==> src/rtl/nor_seq_pkg.sv <==
package nor_seq_pkg;

  localparam int STEP_W = 3;

  typedef enum logic [2:0] {
    OP_PROG    = 3'd0,
    OP_SECTOR  = 3'd1,
    OP_CHIP    = 3'd2,
    OP_RESET   = 3'd3,
    OP_FAST_ON = 3'd4,
    OP_FAST_OFF= 3'd5
  } opCode_e;

  typedef enum logic [1:0] {
    SEL_UNL_A,
    SEL_UNL_B,
    SEL_TARGET,
    SEL_ZERO
  } addrSel_e;

  typedef struct packed {
    addrSel_e   addrSel;
    logic       useData;
    logic [7:0] cmd;
    logic       last;
  } stepInfo_t;

  // control -> datapath strobes
  typedef struct packed {
    logic              load;
    logic              finish;
    logic [STEP_W-1:0] step;
  } ctlStrb_t;

  function automatic stepInfo_t mkStep(addrSel_e s, logic d, logic [7:0] c, logic l);
    stepInfo_t r;
    r.addrSel = s;
    r.useData = d;
    r.cmd     = c;
    r.last    = l;
    return r;
  endfunction

  // The five-write prefix shared by both erase kinds.
  function automatic stepInfo_t erasePrefix(logic [STEP_W-1:0] idx);
    case (idx)
      3'd0:    return mkStep(SEL_UNL_A, 1'b0, 8'hAA, 1'b0);
      3'd1:    return mkStep(SEL_UNL_B, 1'b0, 8'h55, 1'b0);
      3'd2:    return mkStep(SEL_UNL_A, 1'b0, 8'h80, 1'b0);
      3'd3:    return mkStep(SEL_UNL_A, 1'b0, 8'hAA, 1'b0);
      default: return mkStep(SEL_UNL_B, 1'b0, 8'h55, 1'b0);
    endcase
  endfunction

  function automatic stepInfo_t stepLookup(logic [2:0] op, logic fast, logic [STEP_W-1:0] idx);
    stepInfo_t r;
    r = mkStep(SEL_ZERO, 1'b0, 8'h00, 1'b1);
    case (op)
      OP_PROG: begin
        if (fast) begin
          if (idx == 3'd0) r = mkStep(SEL_ZERO,   1'b0, 8'hA0, 1'b0);
          else             r = mkStep(SEL_TARGET, 1'b1, 8'h00, 1'b1);
        end else begin
          case (idx)
            3'd0:    r = mkStep(SEL_UNL_A,  1'b0, 8'hAA, 1'b0);
            3'd1:    r = mkStep(SEL_UNL_B,  1'b0, 8'h55, 1'b0);
            3'd2:    r = mkStep(SEL_UNL_A,  1'b0, 8'hA0, 1'b0);
            default: r = mkStep(SEL_TARGET, 1'b1, 8'h00, 1'b1);
          endcase
        end
      end
      OP_SECTOR: r = (idx < 3'd5) ? erasePrefix(idx) : mkStep(SEL_TARGET, 1'b0, 8'h30, 1'b1);
      OP_CHIP:   r = (idx < 3'd5) ? erasePrefix(idx) : mkStep(SEL_UNL_A,  1'b0, 8'h10, 1'b1);
      OP_RESET:  r = mkStep(SEL_ZERO, 1'b0, 8'hF0, 1'b1);
      OP_FAST_ON: begin
        case (idx)
          3'd0:    r = mkStep(SEL_UNL_A, 1'b0, 8'hAA, 1'b0);
          3'd1:    r = mkStep(SEL_UNL_B, 1'b0, 8'h55, 1'b0);
          default: r = mkStep(SEL_UNL_A, 1'b0, 8'h20, 1'b1);
        endcase
      end
      OP_FAST_OFF: begin
        if (idx == 3'd0) r = mkStep(SEL_ZERO, 1'b0, 8'h90, 1'b0);
        else             r = mkStep(SEL_ZERO, 1'b0, 8'h00, 1'b1);
      end
      default: r = mkStep(SEL_ZERO, 1'b0, 8'h00, 1'b1);
    endcase
    return r;
  endfunction

endpackage

==> src/rtl/nor_seq_dp.sv <==
module nor_seq_dp
  import nor_seq_pkg::*;
#(
  parameter int ADDR_W = 24,
  parameter int DATA_W = 32
) (
  input  logic              clk,
  input  logic              rstN,
  input  ctlStrb_t          strb,
  input  logic [2:0]        reqOp,
  input  logic [ADDR_W-1:0] reqAddr,
  input  logic [DATA_W-1:0] reqData,
  input  logic [1:0]        reqDevType,
  input  logic              reqNarrow,
  output logic              reqOk,
  output logic              stepLast,
  output logic [ADDR_W-1:0] busAddr,
  output logic [DATA_W-1:0] busData
);

  logic [2:0]        opQ;
  logic [ADDR_W-1:0] addrQ, unlAQ, unlBQ;
  logic [DATA_W-1:0] dataQ;
  logic              fastQ;
  logic [ADDR_W-1:0] unlA, unlB;
  stepInfo_t         cur;

  assign reqOk = (reqDevType != 2'd3) && (reqOp <= 3'd5);

  always_comb begin
    case (reqDevType)
      2'd0:    begin unlA = ADDR_W'('h555);  unlB = ADDR_W'('h2AA); end
      2'd1:    begin unlA = ADDR_W'('hAAA);  unlB = reqNarrow ? ADDR_W'('h555) : ADDR_W'('h554); end
      default: begin unlA = ADDR_W'('h1555); unlB = ADDR_W'('hAAA); end
    endcase
  end

  always_ff @(posedge clk) begin
    if (!rstN) begin
      opQ   <= '0;
      addrQ <= '0;
      dataQ <= '0;
      unlAQ <= '0;
      unlBQ <= '0;
      fastQ <= 1'b0;
    end else begin
      if (strb.load) begin
        opQ   <= reqOp;
        addrQ <= reqAddr;
        dataQ <= reqData;
        unlAQ <= unlA;
        unlBQ <= unlB;
      end
      if (strb.finish) begin
        if (opQ == OP_FAST_ON)  fastQ <= 1'b1;
        if (opQ == OP_FAST_OFF) fastQ <= 1'b0;
      end
    end
  end

  assign cur      = stepLookup(opQ, fastQ, strb.step);
  assign stepLast = cur.last;

  always_comb begin
    case (cur.addrSel)
      SEL_UNL_A:  busAddr = unlAQ;
      SEL_UNL_B:  busAddr = unlBQ;
      SEL_TARGET: busAddr = addrQ;
      default:    busAddr = '0;
    endcase
  end

  assign busData = cur.useData ? dataQ : {{(DATA_W-8){1'b0}}, cur.cmd};

endmodule

==> src/rtl/nor_seq_ctrl.sv <==
module nor_seq_ctrl
  import nor_seq_pkg::*;
#(
  parameter int CNT_W = 4
) (
  input  logic             clk,
  input  logic             rstN,
  input  logic             reqValid,
  input  logic [CNT_W-1:0] holdClks,
  input  logic             reqOk,
  input  logic             stepLast,
  output ctlStrb_t         strb,
  output logic             busy,
  output logic             done,
  output logic             error,
  output logic             busWe,
  output logic             busDrive
);

  typedef enum logic [2:0] {ST_IDLE, ST_SETUP, ST_STROBE, ST_HOLD, ST_FIN, ST_ERR} state_e;

  state_e            stateQ;
  logic [CNT_W-1:0]  cntQ, holdQ;
  logic [STEP_W-1:0] stepQ;
  logic              winEnd;

  assign winEnd = (cntQ == holdQ - 1'b1);

  always_ff @(posedge clk) begin
    if (!rstN) begin
      stateQ <= ST_IDLE;
      cntQ   <= '0;
      holdQ  <= '0;
      stepQ  <= '0;
    end else begin
      case (stateQ)
        ST_IDLE: if (reqValid) begin
          if (reqOk) begin
            holdQ  <= holdClks;
            cntQ   <= '0;
            stepQ  <= '0;
            stateQ <= (holdClks == '0) ? ST_STROBE : ST_SETUP;
          end else begin
            stateQ <= ST_ERR;
          end
        end
        ST_SETUP: begin
          if (winEnd) begin
            cntQ   <= '0;
            stateQ <= ST_STROBE;
          end else cntQ <= cntQ + 1'b1;
        end
        ST_STROBE: begin
          if (holdQ != '0) stateQ <= ST_HOLD;
          else if (stepLast) stateQ <= ST_FIN;
          else stepQ <= stepQ + 1'b1;
        end
        ST_HOLD: begin
          if (winEnd) begin
            cntQ <= '0;
            if (stepLast) stateQ <= ST_FIN;
            else begin
              stepQ  <= stepQ + 1'b1;
              stateQ <= ST_SETUP;
            end
          end else cntQ <= cntQ + 1'b1;
        end
        default: stateQ <= ST_IDLE;
      endcase
    end
  end

  always_comb begin
    strb.load   = (stateQ == ST_IDLE) && reqValid && reqOk;
    strb.finish = (stateQ == ST_FIN);
    strb.step   = stepQ;
  end

  assign busy     = (stateQ != ST_IDLE);
  assign done     = (stateQ == ST_FIN);
  assign error    = (stateQ == ST_ERR);
  assign busWe    = (stateQ == ST_STROBE);
  assign busDrive = (stateQ == ST_SETUP) || (stateQ == ST_STROBE) || (stateQ == ST_HOLD);

endmodule

==> src/rtl/nor_cmd_seq.sv <==
module nor_cmd_seq
  import nor_seq_pkg::*;
#(
  parameter int ADDR_W = 24,
  parameter int DATA_W = 32,
  parameter int CNT_W  = 4
) (
  input  logic              clk,
  input  logic              rstN,
  input  logic              reqValid,
  input  logic [2:0]        reqOp,
  input  logic [ADDR_W-1:0] reqAddr,
  input  logic [DATA_W-1:0] reqData,
  input  logic [1:0]        reqDevType,
  input  logic              reqNarrow,
  input  logic [CNT_W-1:0]  holdClks,
  output logic              busy,
  output logic              done,
  output logic              error,
  output logic              busDrive,
  output logic              busWe,
  output logic [ADDR_W-1:0] busAddr,
  output logic [DATA_W-1:0] busData
);

  ctlStrb_t strb;
  logic     reqOk, stepLast;

  nor_seq_ctrl #(.CNT_W(CNT_W)) u_ctrl (
    .clk(clk), .rstN(rstN), .reqValid(reqValid), .holdClks(holdClks),
    .reqOk(reqOk), .stepLast(stepLast), .strb(strb),
    .busy(busy), .done(done), .error(error), .busWe(busWe), .busDrive(busDrive)
  );

  nor_seq_dp #(.ADDR_W(ADDR_W), .DATA_W(DATA_W)) u_dp (
    .clk(clk), .rstN(rstN), .strb(strb), .reqOp(reqOp), .reqAddr(reqAddr),
    .reqData(reqData), .reqDevType(reqDevType), .reqNarrow(reqNarrow),
    .reqOk(reqOk), .stepLast(stepLast), .busAddr(busAddr), .busData(busData)
  );

endmodule

==> config.mk <==
export PLATFORM = sky130hd
export DESIGN_NAME = nor_cmd_seq
export DESIGN_NICKNAME = d
export VERILOG_FILES = /design/src/rtl/nor_seq_pkg.sv /design/src/rtl/nor_seq_dp.sv /design/src/rtl/nor_seq_ctrl.sv /design/src/rtl/nor_cmd_seq.sv
export SDC_FILE = /design/constraint.sdc
export NUM_CORES = 1
export LEC_CHECK = 0
export BUFFER_PORTS_ARGS = -buffer_cell sky130_fd_sc_hd__buf_2
export CAP_MARGIN = 20
export CORE_AREA = 2 2 112 114
export DETAILED_ROUTE_END_ITERATION = 7
export DIE_AREA = 0 0 114 116
export SLEW_MARGIN = 20
export SYNTH_ARGS = -nofsm -noshare
export SYNTH_HDL_FRONTEND = slang
export SYNTH_HIERARCHICAL = 1
export SYNTH_SLANG_ARGS = --single-unit
==> constraint.sdc <==
create_clock -name clk -period 5.2 [get_ports clk]
set_input_delay 1.04 -clock clk [delete_from_list [all_inputs] [get_ports clk]]
set_output_delay 1.04 -clock clk [all_outputs]
set_load 0.03 [all_outputs]
Word-level counts from Yosys, hierarchy flattened
Cells that the tools add are included.
{"block": "word_totals", "ff_bits": 122, "latch_bits": 0, "mem_bits_rw": 0, "mem_bits_ro": 0, "inputBits": 69, "out_inout_bits": 61, "word_cells": 97, "n_memories": 0}
{"block": "op_classes", "add_sub_neg": 3, "mul": 0, "div_mod_pow": 0, "magnitude_cmp": 2, "eq_ne": 24, "shifts": 0, "n_mux": 35, "n_bitwise": 0, "reduce_logical": 23}
{"cell": "$pmux 12 s6", "count": 1}
{"cell": "$pmux 24 s3", "count": 1}
{"cell": "$pmux 24 s2", "count": 1}
{"cell": "$pmux 11 s2", "count": 2}
{"cell": "$mux 3", "count": 12}
{"cell": "$pmux 12 s3", "count": 1}
{"cell": "$mux 32", "count": 1}
{"cell": "$pmux 13 s2", "count": 1}
{"cell": "$mux 12", "count": 2}
{"cell": "$mux 11", "count": 2}
{"cell": "$eq 3x2->1 const B", "count": 6}
{"cell": "$eq 3x3->1 const B", "count": 4}
{"cell": "$mux 4", "count": 3}
{"cell": "$pmux 3 s4", "count": 1}
{"cell": "$eq 3x1->1 const B", "count": 3}
{"cell": "$logic_not 3->1", "count": 3}
{"cell": "$mux 9", "count": 1}
{"cell": "$pmux 3 s3", "count": 1}
{"cell": "$pmux 4 s2", "count": 1}
{"cell": "$ne 2x1->1 const B", "count": 3}
{"cell": "$ne 2x2->1 const B", "count": 3}
{"cell": "$reduce_and 3->1", "count": 2}
{"cell": "$reduce_bool 3->1", "count": 2}
{"cell": "$reduce_and 5->1", "count": 1}
{"cell": "20 further kinds", "count": 29}

Longest topological paths before layout
Gate-level depths: netlist of run 1.
{"block": "depth", "depth_word": 8, "mapped_depth": 12, "depth_no_buf": 10}

Modules after synthesis
Netlist of run 1, hierarchy kept.
{"mod": "nor_seq_dp", "n_inst": 1, "cells_per_inst": 344, "area_per_inst_um2": 3251.9, "seq_area_each_um2": 1281.2}
{"mod": "nor_seq_ctrl", "n_inst": 1, "cells_per_inst": 105, "area_per_inst_um2": 874.6, "seq_area_each_um2": 280.3}

Least setup slack after synthesis of run 1
OpenSTA, ideal clock, no wires.
{"block": "synth_timing", "path_kind": "register -> output", "from": "reg u_ctrl.stepQ[0]", "to": "out busAddr[11]", "t_arrival_ns": 1.963, "required_ns": 4.160, "path_slack_ns": 2.197, "stages_incl_launch_ff": 8, "path_buffers": 2, "cell_sequence": "dfxtp_1 buf_6 or2_4 or3b_1 and3_1 buf_6 a21o_1 a221o_1"}
{"block": "synth_between", "elab_chain_len": 7, "elab_cells_between_ends": 18, "cone_classes": "order compare (1); eq/ne (5); mux (9); reduce/logical (3)"}
{"item": "from (decl)", "line": "nor_seq_ctrl.sv:24", "text": "logic [STEP_W-1:0] stepQ;"}
{"item": "from (signal assigned)", "line": "nor_seq_ctrl.sv:56", "text": "else stepQ <= stepQ + 1'b1;"}
{"item": "from (signal assigned)", "line": "nor_seq_ctrl.sv:63", "text": "stepQ <= stepQ + 1'b1;"}
{"item": "$eq 3x2->1 or $logic_not 3->1 (tied branches)", "line": "nor_seq_pkg.sv:46, nor_seq_pkg.sv:61, nor_seq_pkg.sv:64"}
{"item": "$reduce_or 2->1 (no line)"}
{"item": "$pmux 11 s2", "line": "nor_seq_pkg.sv:46", "text": "case (idx)"}
{"item": "$mux 11 or $mux 12 (tied branches)", "line": "nor_seq_pkg.sv:73, nor_seq_pkg.sv:72"}
{"item": "$pmux 12 s6 *", "line": "nor_seq_pkg.sv:58", "text": "case (op)"}
{"item": "$eq 2x2->1, or another cell as far along", "line": "nor_seq_dp.sv:65", "text": "case (cur.addrSel)"}
{"item": "$pmux 24 s3 *", "line": "nor_seq_dp.sv:65"}
{"item": "to (decl)", "line": "nor_cmd_seq.sv:22", "text": "output logic [ADDR_W-1:0] busAddr,"}
Every way passes the cells marked *; elsewhere a longest branch is shown, timed or not.

Worst setup path in the final report of run 1
{"block": "layout_timing", "from": "reg u_dp.opQ[0]", "to": "out busAddr[0]"}
{"block": "layout_between", "elab_chain_len": 4, "elab_cells_between_ends": 11, "cone_classes": "eq/ne (7); mux (2); reduce/logical (2)"}
{"item": "from (decl)", "line": "nor_seq_dp.sv:21", "text": "logic [2:0] opQ;"}
{"item": "from (signal assigned)", "line": "nor_seq_dp.sv:48", "text": "opQ <= reqOp;"}
{"item": "$eq 3x3->1, or another cell as far along", "line": "nor_seq_pkg.sv:58"}
{"item": "$pmux 12 s6 *", "line": "nor_seq_pkg.sv:58"}
{"item": "$eq 2x2->1, or another cell as far along", "line": "nor_seq_dp.sv:65"}
{"item": "$pmux 24 s3 *", "line": "nor_seq_dp.sv:65"}
Marked as above.

==> impl_table.tex, run 1 <==
\begin{tabular}{lr}
\hline
Metric & Value \\
\hline
\multicolumn{2}{l}{\textbf{Synthesis}} \\
\quad Area of the mapped netlist & 0.00413 mm² \\
\quad Commonest cells post-synth & 78 x sky130\_fd\_sc\_hd\_\_dfxtp\_1, 68 x sky130\_fd\_sc\_hd\_\_mux2i\_1, 67 x sky130\_fd\_sc\_hd\_\_nor2b\_1 \\
\quad Most frequent cell after synthesis & sky130\_fd\_sc\_hd\_\_dfxtp\_1 \\
\quad EDFF count, synth & 0 \\
\quad Primary FF master, synth & sky130\_fd\_sc\_hd\_\_dfxtp\_1 \\
\quad Top post-synthesis cells by area & sky130\_fd\_sc\_hd\_\_dfxtp\_1 38\%, sky130\_fd\_sc\_hd\_\_mux2i\_1 16\%, sky130\_fd\_sc\_hd\_\_nor2b\_1 10\%, sky130\_fd\_sc\_hd\_\_and2\_1 5.8\%, sky130\_fd\_sc\_hd\_\_a311o\_1 2.4\% \\
\quad Yosys warning count & 6 \\
\quad Number of flip-flops and latches in the synthesized netlist & 78 \\
\quad Cell count after synthesis & 449 \\
\quad Cell taking the most area after synthesis & sky130\_fd\_sc\_hd\_\_dfxtp\_1 \\
\quad Area share of the largest cell type after synthesis & 37.8\% \\
\quad Yosys cell types & 56 \\
\quad Part of the Yosys area used for sequential elements & 37.8\% \\
\quad Synthesized area per cell & 9.19 µm² \\
\quad Post-synth ARST share & 0\% \\
\quad Post-Syn Nets & 522 \\
\multicolumn{2}{l}{\textbf{Timing}} \\
\quad Worst clock skew & 0.00565 ns \\
\quad Maximum clock frequency & 257 MHz \\
\quad Setup TNS & 0 ns \\
\quad Measured slew at the worst slew-check pin & 0.899 ns \\
\quad Unrepaired setup endpoints after global routing & no \\
\quad Setup violators final & 0 \\
\quad Worst-case headroom to the max-slew limit & 39.9\% \\
\quad Number of pins with negative max-slew slack in the final report & 0 \\
\quad Fin. Hold Viols & 0 \\
\quad Period Utilization, post-route & 74.9\% \\
\quad Shortest clock period the worst path allows after layout & 3.90 ns \\
\multicolumn{2}{l}{\textbf{Drt}} \\
\quad Length of the first detailed-routing pass in iterations & 4 \\
\quad Via count of the routed design & 3,528 \\
\quad Number of remaining DRC errors & 0 \\
\quad Total Routed Length & 10,300 µm \\
\quad Post-detailed-route count of antenna-violating nets & 0 \\
\quad Average via count per standard cell & 4.96 \\
\quad Per-cell routed wire length & 14.5 µm \\
\quad Initial DRC Count & 144 \\
\multicolumn{2}{l}{\textbf{Cells and area}} \\
\quad Number of diodes & 0 \\
\quad Fraction of final layout cells sized beyond drive strength 1 & 28.0\% \\
\quad Layout Nets & 633 \\
\quad Filler instances & 1,187 \\
\quad Finished Core Util & 43.1\% \\
\quad Relative area change from synthesis to final layout & 24.5\% \\
\quad Area of all placed cells without fillers & 0.00514 mm² \\
\multicolumn{2}{l}{\textbf{Floorplanning}} \\
\quad Number of I/O pins & 130 \\
\quad Core Rows & 40 \\
\quad Die boundary width & 114 µm \\
\quad Core area & 0.0119 mm² \\
\quad Area enclosed by the die boundary & 0.0132 mm² \\
\quad Starting Density & 34.6\% \\
\quad Height of the chip & 116 µm \\
\multicolumn{2}{l}{\textbf{Power}} \\
\quad Power density normalized to cell area & 330 mW/mm² \\
\quad Peak supply drop & 0.174 mV \\
\quad Leak & 2.18 nW \\
\multicolumn{2}{l}{\textbf{Critical path}} \\
\quad Worst setup path class & reg2out \\
\quad Reg-to-reg startpoint & u\_ctrl/stepQ[1] \\
\quad CP required & 4.16 ns \\
\quad Type of destination of the critical path & primary output \\
\quad Capturing point of the worst reg2reg path & u\_ctrl/stepQ[2] \\
\quad Data arrival time of the critical path & 2.86 ns \\
\quad Number of cells on the worst reg-to-reg path & 11 \\
\quad Worst reg-to-reg setup slack & 1.93 ns \\
\quad CP startpoint kind & flop \\
\quad Maximum net fanout on the critical path & 17 \\
\multicolumn{2}{l}{\textbf{Placed design}} \\
\quad Sum of net half-perimeters after detailed placement & 7420 µm \\
\quad Port bufs & 129 \\
\quad Final weighted congestion in routability-driven placement & 0.892 \\
\quad Instance area at placement & 0.00484 mm² \\
\multicolumn{2}{l}{\textbf{Clocking}} \\
\quad Inserted Clock Buffers & 9 \\
\quad Post-CTS Repair Setup Buffers & 0 \\
\quad Clock sink total & 78 \\
\quad H-Tree Depth & 3 \\
\quad Root buf cell & sky130\_fd\_sc\_hd\_\_clkbuf\_16 \\
\quad CTS Buffer Depth & 2 \\
\quad Clock tree from TritonCTS & done \\
\quad Post-cts resize count & 0 \\
\quad Register clock-pin slew on the reported worst setup and hold paths & 0.06 ns \\
\quad Count of hold-fix buffers inserted at cts & 0 \\
\quad Clock latency at the later pin of the worst-skew pair & 0.33 ns \\
\multicolumn{2}{l}{\textbf{Global routing}} \\
\quad GR Util All Layers & 15.4\% \\
\quad Pin count of the biggest net entering global routing & 73 \\
\quad Initial antenna violation count & 0 \\
\quad GR Overflow Total & 0 \\
\quad Vias in the first global route & 3,276 \\
\quad First-pass GRT wire length & 16,000 µm \\
\multicolumn{2}{l}{\textbf{Run}} \\
\quad Number of maximum-capacitance constraint violations & 0 \\
\multicolumn{2}{l}{\textbf{Worst hold path}} \\
\quad Hold wc startpoint & u\_dp/unlBQ[0] \\
\quad Worst hold-check path type & reg2reg \\
\quad End of the worst hold path & u\_dp/unlBQ[0] \\
\quad Cell depth of the worst hold path & 2 \\
\multicolumn{2}{l}{\textbf{Status}} \\
\quad Run status & completed \\
\hline
\end{tabular}
## metrics by stage
stage / worst slack [ns] / std cells / power [W] / hold WS (ns)
after floorplan: 2.20 / 449 / 0.00100 / 0.455
after global placement: 1.74 / 696 / 0.00110 / 0.473
after detailed placement: 1.74 / 696 / 0.00111 / 0.478
after CTS: 1.36 / 712 / 0.00172 / 0.498
after global routing: 1.13 / 712 / 0.00178 / 0.523
final: 1.30 / 712 / 0.00169 / 0.487
## cells by family (layout without fill, tap and decap cells)
kind of cell	Yosys count	count (layout)	synth area share, %
AND/OR/NAND/NOR	183	183	26.1
flip-flops	78	78	37.8
multiplexers	68	68	16.5
AO/OA/AOI/OAI	67	67	11.9
buffers and inverters	40	156	4.18
XOR/XNOR	8	8	2.06
adder cells (fa/ha/maj)	5	5	1.46
## worst max-delay path: stages (launching register included)
cell and delay, ns:
sky130_fd_sc_hd__dfxtp_1 0.69, sky130_fd_sc_hd__nor3_1 0.25, sky130_fd_sc_hd__a22oi_1 0.31, sky130_fd_sc_hd__nand2b_1 0.37
sky130_fd_sc_hd__nor3b_2 0.49, sky130_fd_sc_hd__a221o_1 0.20, sky130_fd_sc_hd__buf_2 0.20
## registers in the layout, indices dropped and copies added, names as in the netlist
register	count
u_dp/dataQ	32
u_ctrl/cntQ	4
u_ctrl/holdQ	4
u_dp/unlBQ	4
u_ctrl/stateQ	3
u_dp/fastQ	1
u_ctrl/stepQ	3
u_dp/opQ	3
u_dp/addrQ	24
## worst max-delay path by stage
| stage | depth (start not counted) | start | end | slack [ns] |
|---|---|---|---|---|
| after floorplan | 7 | u_ctrl/stepQ[0] | busAddr[11] | 2.20 |
| after global placement | 6 | u_dp/opQ[0] | busAddr[11] | 1.74 |
| after detailed placement | 7 | u_ctrl/stepQ[1] | busAddr[11] | 1.74 |
| after CTS | 6 | u_ctrl/stepQ[2] | busAddr[10] | 1.36 |
| after global routing | 6 | u_dp/opQ[1] | busAddr[9] | 1.13 |
| final | 6 | u_dp/opQ[0] | busAddr[0] | 1.30 |
## report_power, final
| part | total, W | internal, W | switching [W] |
|---|---|---|---|
| clock | 0.000599 | 0.000363 | 0.000236 |
| combinational | 0.000401 | 0.000174 | 0.000227 |
| sequential | 0.000695 | 0.000648 | 0.0000466 |
| total | 0.00169 | 0.00119 | 0.000510 |
## layout make-up
type	count	area (µm²)	share of cell area, %
multi-input cells	331	2400	46.7
flip-flops and latches	78	1560	30.4
repair buffers	133	678	13.2
clock buffers	14	274	5.33
well taps	147	184	3.58
inverters	7	26.3	0.512
clock inverters	2	15.0	0.292
## layer usage
metal | up-vias | wire [µm] | GRT usage (%)
met2 | 102 | 4880 | 25.2
met5 | - | 0 | 0
met1 | 1632 | 4570 | 19.0
met3 | 10 | 709 | 4.71
li1 | 1784 | - | -
met4 | 0 | 148 | 6.34
## cell usage in the layout (no fill, tap or decap), drive strengths merged, types with 5 or more instances in the layout
master / count
xnor2: 5
mux2i: 68
nor2b: 67
a311o: 10
nor3: 9
and2: 39
dfxtp: 78
a21oi: 12
a21o: 6
a31oi: 5
nor2: 22
clkbuf: 14
nand2b: 5
nand2: 17
o21ai: 11
inv: 7
buf: 133
No activity file was read; power rests on OpenSTA's default activity.
==> inputs of run 2 (changes only) <==
==> constraint.sdc (replaced) <==
create_clock -name clk -period 3.59 [get_ports clk]
set_input_delay 0.718 -clock clk [delete_from_list [all_inputs] [get_ports clk]]
set_output_delay 0.718 -clock clk [all_outputs]
set_load 0.03 [all_outputs]
==> impl_table.tex, run 2 (synthesis gave the netlist of run 1 again) <==
\begin{tabular}{lr}
\hline
Metric & Value \\
\hline
\multicolumn{2}{l}{\textbf{Global routing}} \\
\quad Pin count of the biggest net entering global routing & 41 (-44\%) \\
\quad GR Overflow Total & 0 (unchanged) \\
\quad Vias in the first global route & 3,452 (+5.4\%) \\
\quad Initial antenna violation count & 0 (unchanged) \\
\quad GR Util All Layers & 16.0\% (+0.63 points) \\
\quad First-pass GRT wire length & 16,700 µm (+4.5\%) \\
\multicolumn{2}{l}{\textbf{Floorplanning}} \\
\quad Core area & 0.0119 mm² (unchanged) \\
\quad Area enclosed by the die boundary & 0.0132 mm² (unchanged) \\
\quad Die boundary width & 114 µm (unchanged) \\
\quad Starting Density & 34.6\% (unchanged) \\
\quad Height of the chip & 116 µm (unchanged) \\
\quad Number of I/O pins & 130 (unchanged) \\
\quad Core Rows & 40 (unchanged) \\
\multicolumn{2}{l}{\textbf{Timing}} \\
\quad Shortest clock period the worst path allows after layout & 3.30 ns \\
\quad Unrepaired setup endpoints after global routing & no \\
\quad Final critical-path setup slack & 0.285 ns (-1.02 ns) \\
\quad Measured slew at the worst slew-check pin & 0.678 ns (-0.221 ns) \\
\quad Maximum clock frequency & 303 MHz \\
\quad Worst-case headroom to the max-slew limit & 54.6\% (+15 points) \\
\quad Number of pins with negative max-slew slack in the final report & 0 (unchanged) \\
\quad Fin. Hold Viols & 0 (unchanged) \\
\quad Period Utilization, post-route & 92.0\% \\
\quad Setup violators final & 0 (unchanged) \\
\quad Setup TNS & 0 ns (unchanged) \\
\quad Worst clock skew & 0.00488 ns (-0.000771 ns) \\
\quad Worst Hold Margin & 0.495 ns (+0.00734 ns) \\
\multicolumn{2}{l}{\textbf{Power}} \\
\quad Power density normalized to cell area & 478 mW/mm² (+45\%) \\
\quad Power, Total & 0.00248 W (+46\%) \\
\quad Leak & 2.21 nW (+1.1\%) \\
\quad Peak supply drop & 0.230 mV (+32\%) \\
\multicolumn{2}{l}{\textbf{Drt}} \\
\quad Average via count per standard cell & 4.93 (-0.51\%) \\
\quad Length of the first detailed-routing pass in iterations & 4 (unchanged) \\
\quad Initial DRC Count & 239 (+66\%) \\
\quad Via count of the routed design & 3,520 (-0.23\%) \\
\quad Number of remaining DRC errors & 0 (unchanged) \\
\quad Total Routed Length & 10,500 µm (+2.3\%) \\
\quad Per-cell routed wire length & 14.8 µm (+2.1\%) \\
\quad Post-detailed-route count of antenna-violating nets & 0 (unchanged) \\
\multicolumn{2}{l}{\textbf{Placed design}} \\
\quad Pre-CTS worst setup slack & 0.480 ns (-1.26 ns) \\
\quad Final weighted congestion in routability-driven placement & 0.836 (-6.3\%) \\
\quad Port bufs & 129 (unchanged) \\
\quad Instance area at placement & 0.00490 mm² (+1.1\%) \\
\quad Sum of net half-perimeters after detailed placement & 7670 µm (+3.4\%) \\
\multicolumn{2}{l}{\textbf{Cells and area}} \\
\quad Commonest cells after routing, fill and taps aside & 129 x sky130\_fd\_sc\_hd\_\_buf\_2, 77 x sky130\_fd\_sc\_hd\_\_dfxtp\_1, 68 x sky130\_fd\_sc\_hd\_\_mux2i\_1 \\
\quad Relative area change from synthesis to final layout & 25.9\% \\
\quad Flip-flop count of the largest register, all copies and words added & 32 (unchanged) \\
\quad Register containing the most flip-flops in the final layout & u\_dp/dataQ \\
\quad Layout Nets & 635 (+0.32\%) \\
\quad Most frequent standard cell in the layout excluding fill and tap cells & sky130\_fd\_sc\_hd\_\_buf\_2 \\
\quad Number of diodes & 0 (unchanged) \\
\quad Fraction of final layout cells sized beyond drive strength 1 & 28.9\% (+0.96 points) \\
\quad Area of all placed cells without fillers & 0.00520 mm² (+1.2\%) \\
\quad Leading registers by flop count & u\_dp/dataQ (32), u\_dp/addrQ (24) \\
\multicolumn{2}{l}{\textbf{Status}} \\
\quad Run status & completed \\
\multicolumn{2}{l}{\textbf{Worst hold path}} \\
\quad Worst hold-check path type & reg2reg \\
\quad Hold wc startpoint & u\_ctrl/cntQ[3] \\
\quad Cell depth of the worst hold path & 2 (unchanged) \\
\multicolumn{2}{l}{\textbf{Clocking}} \\
\quad Clock sink total & 78 (unchanged) \\
\quad Count of hold-fix buffers inserted at cts & 0 (unchanged) \\
\quad CTS Buffer Depth & 2 (unchanged) \\
\quad Clock latency at the later pin of the worst-skew pair & 0.33 ns (about the same) \\
\quad Clock tree from TritonCTS & done \\
\quad Inserted Clock Buffers & 9 (unchanged) \\
\quad Root buf cell & sky130\_fd\_sc\_hd\_\_clkbuf\_16 \\
\quad H-Tree Depth & 3 (unchanged) \\
\quad Register clock-pin slew on the reported worst setup and hold paths & 0.06 ns (about the same) \\
\multicolumn{2}{l}{\textbf{Critical path}} \\
\quad Number of cells on the worst reg-to-reg path & 10 (-1) \\
\quad Worst setup path class & reg2out \\
\quad Maximum net fanout on the critical path & 14 (-3) \\
\quad Startpoint of the worst setup timing path & u\_ctrl/stepQ[1] \\
\quad CP startpoint kind & flop \\
\quad Data arrival time of the critical path & 2.59 ns (-0.27 ns) \\
\quad CP required & 2.87 ns (-1.29 ns) \\
\quad Type of destination of the critical path & primary output \\
\quad Reg-to-reg startpoint & u\_ctrl/stepQ[1] \\
\multicolumn{2}{l}{\textbf{Run}} \\
\quad Number of maximum-capacitance constraint violations & 0 (unchanged) \\
\hline
\end{tabular}
## run 2: cell count changes in the layout (fill, tap and decap cells not counted), sizes merged
| cell | change |
|---|---|
| inv | +1 |
| clkinv | +1 |
| clkbuf | -2 |
| buf | +2 |
## run 2: critical path, cell delays in order (launching register included)
cell and delay (ns):
sky130_fd_sc_hd__dfxtp_1 0.45, sky130_fd_sc_hd__or2_4 0.31, sky130_fd_sc_hd__or3b_1 0.36, sky130_fd_sc_hd__and3_1 0.17, sky130_fd_sc_hd__a21o_1 0.35, sky130_fd_sc_hd__a221o_1 0.44
sky130_fd_sc_hd__buf_2 0.18
## run 2: final timing paths
| kind | slack, ns | to |
|---|---|---|
| worst max-delay path | 0.29 | busAddr[11] |
| worst min-delay path | 0.49 | u_ctrl/cntQ[3] |
| worst max register to register | 0.55 | u_ctrl/stepQ[2] |
| worst min register to register | 0.49 | u_ctrl/cntQ[3] |
## run 2: cell type report
cell class	instances	area [µm²]
fill	1227	6720
clock inverter	4	28.8
sequential	78	1560
inverter	7	26.3
timing repair buffer	135	728
tap	147	184
clock buffer	12	267
multi-input combinational	331	2400
## run 2: routing by layer
metal  part of all wire (%)  vias to the layer above  global-route usage, %
met3                    6.0                       14                   4.34
met5                      0                        -                      0
met4                    1.8                        0                   7.07
met1                     45                     1624                   19.5
li1                       -                     1785                      -
met2                     47                       97                   26.7
## run 2: power by group
group	internal [W]	total, W	switching, W
sequential	0.000939	0.00101	0.0000681
combinational	0.000265	0.000595	0.000330
clock	0.000526	0.000880	0.000354
total	0.00173	0.00248	0.000752
## run 2: per-stage QoR
step	util, %	std cells
final	43.6	714
after CTS	43.6	714
after detailed placement	41.1	698
after floorplan	-	449
after global routing	43.6	714
after global placement	41.1	698
## run 2: timing repair
action,4_1_cts,5_1_grt
setup endpoints to repair,0,12
setup buffers,0,0
resized for setup,0,2
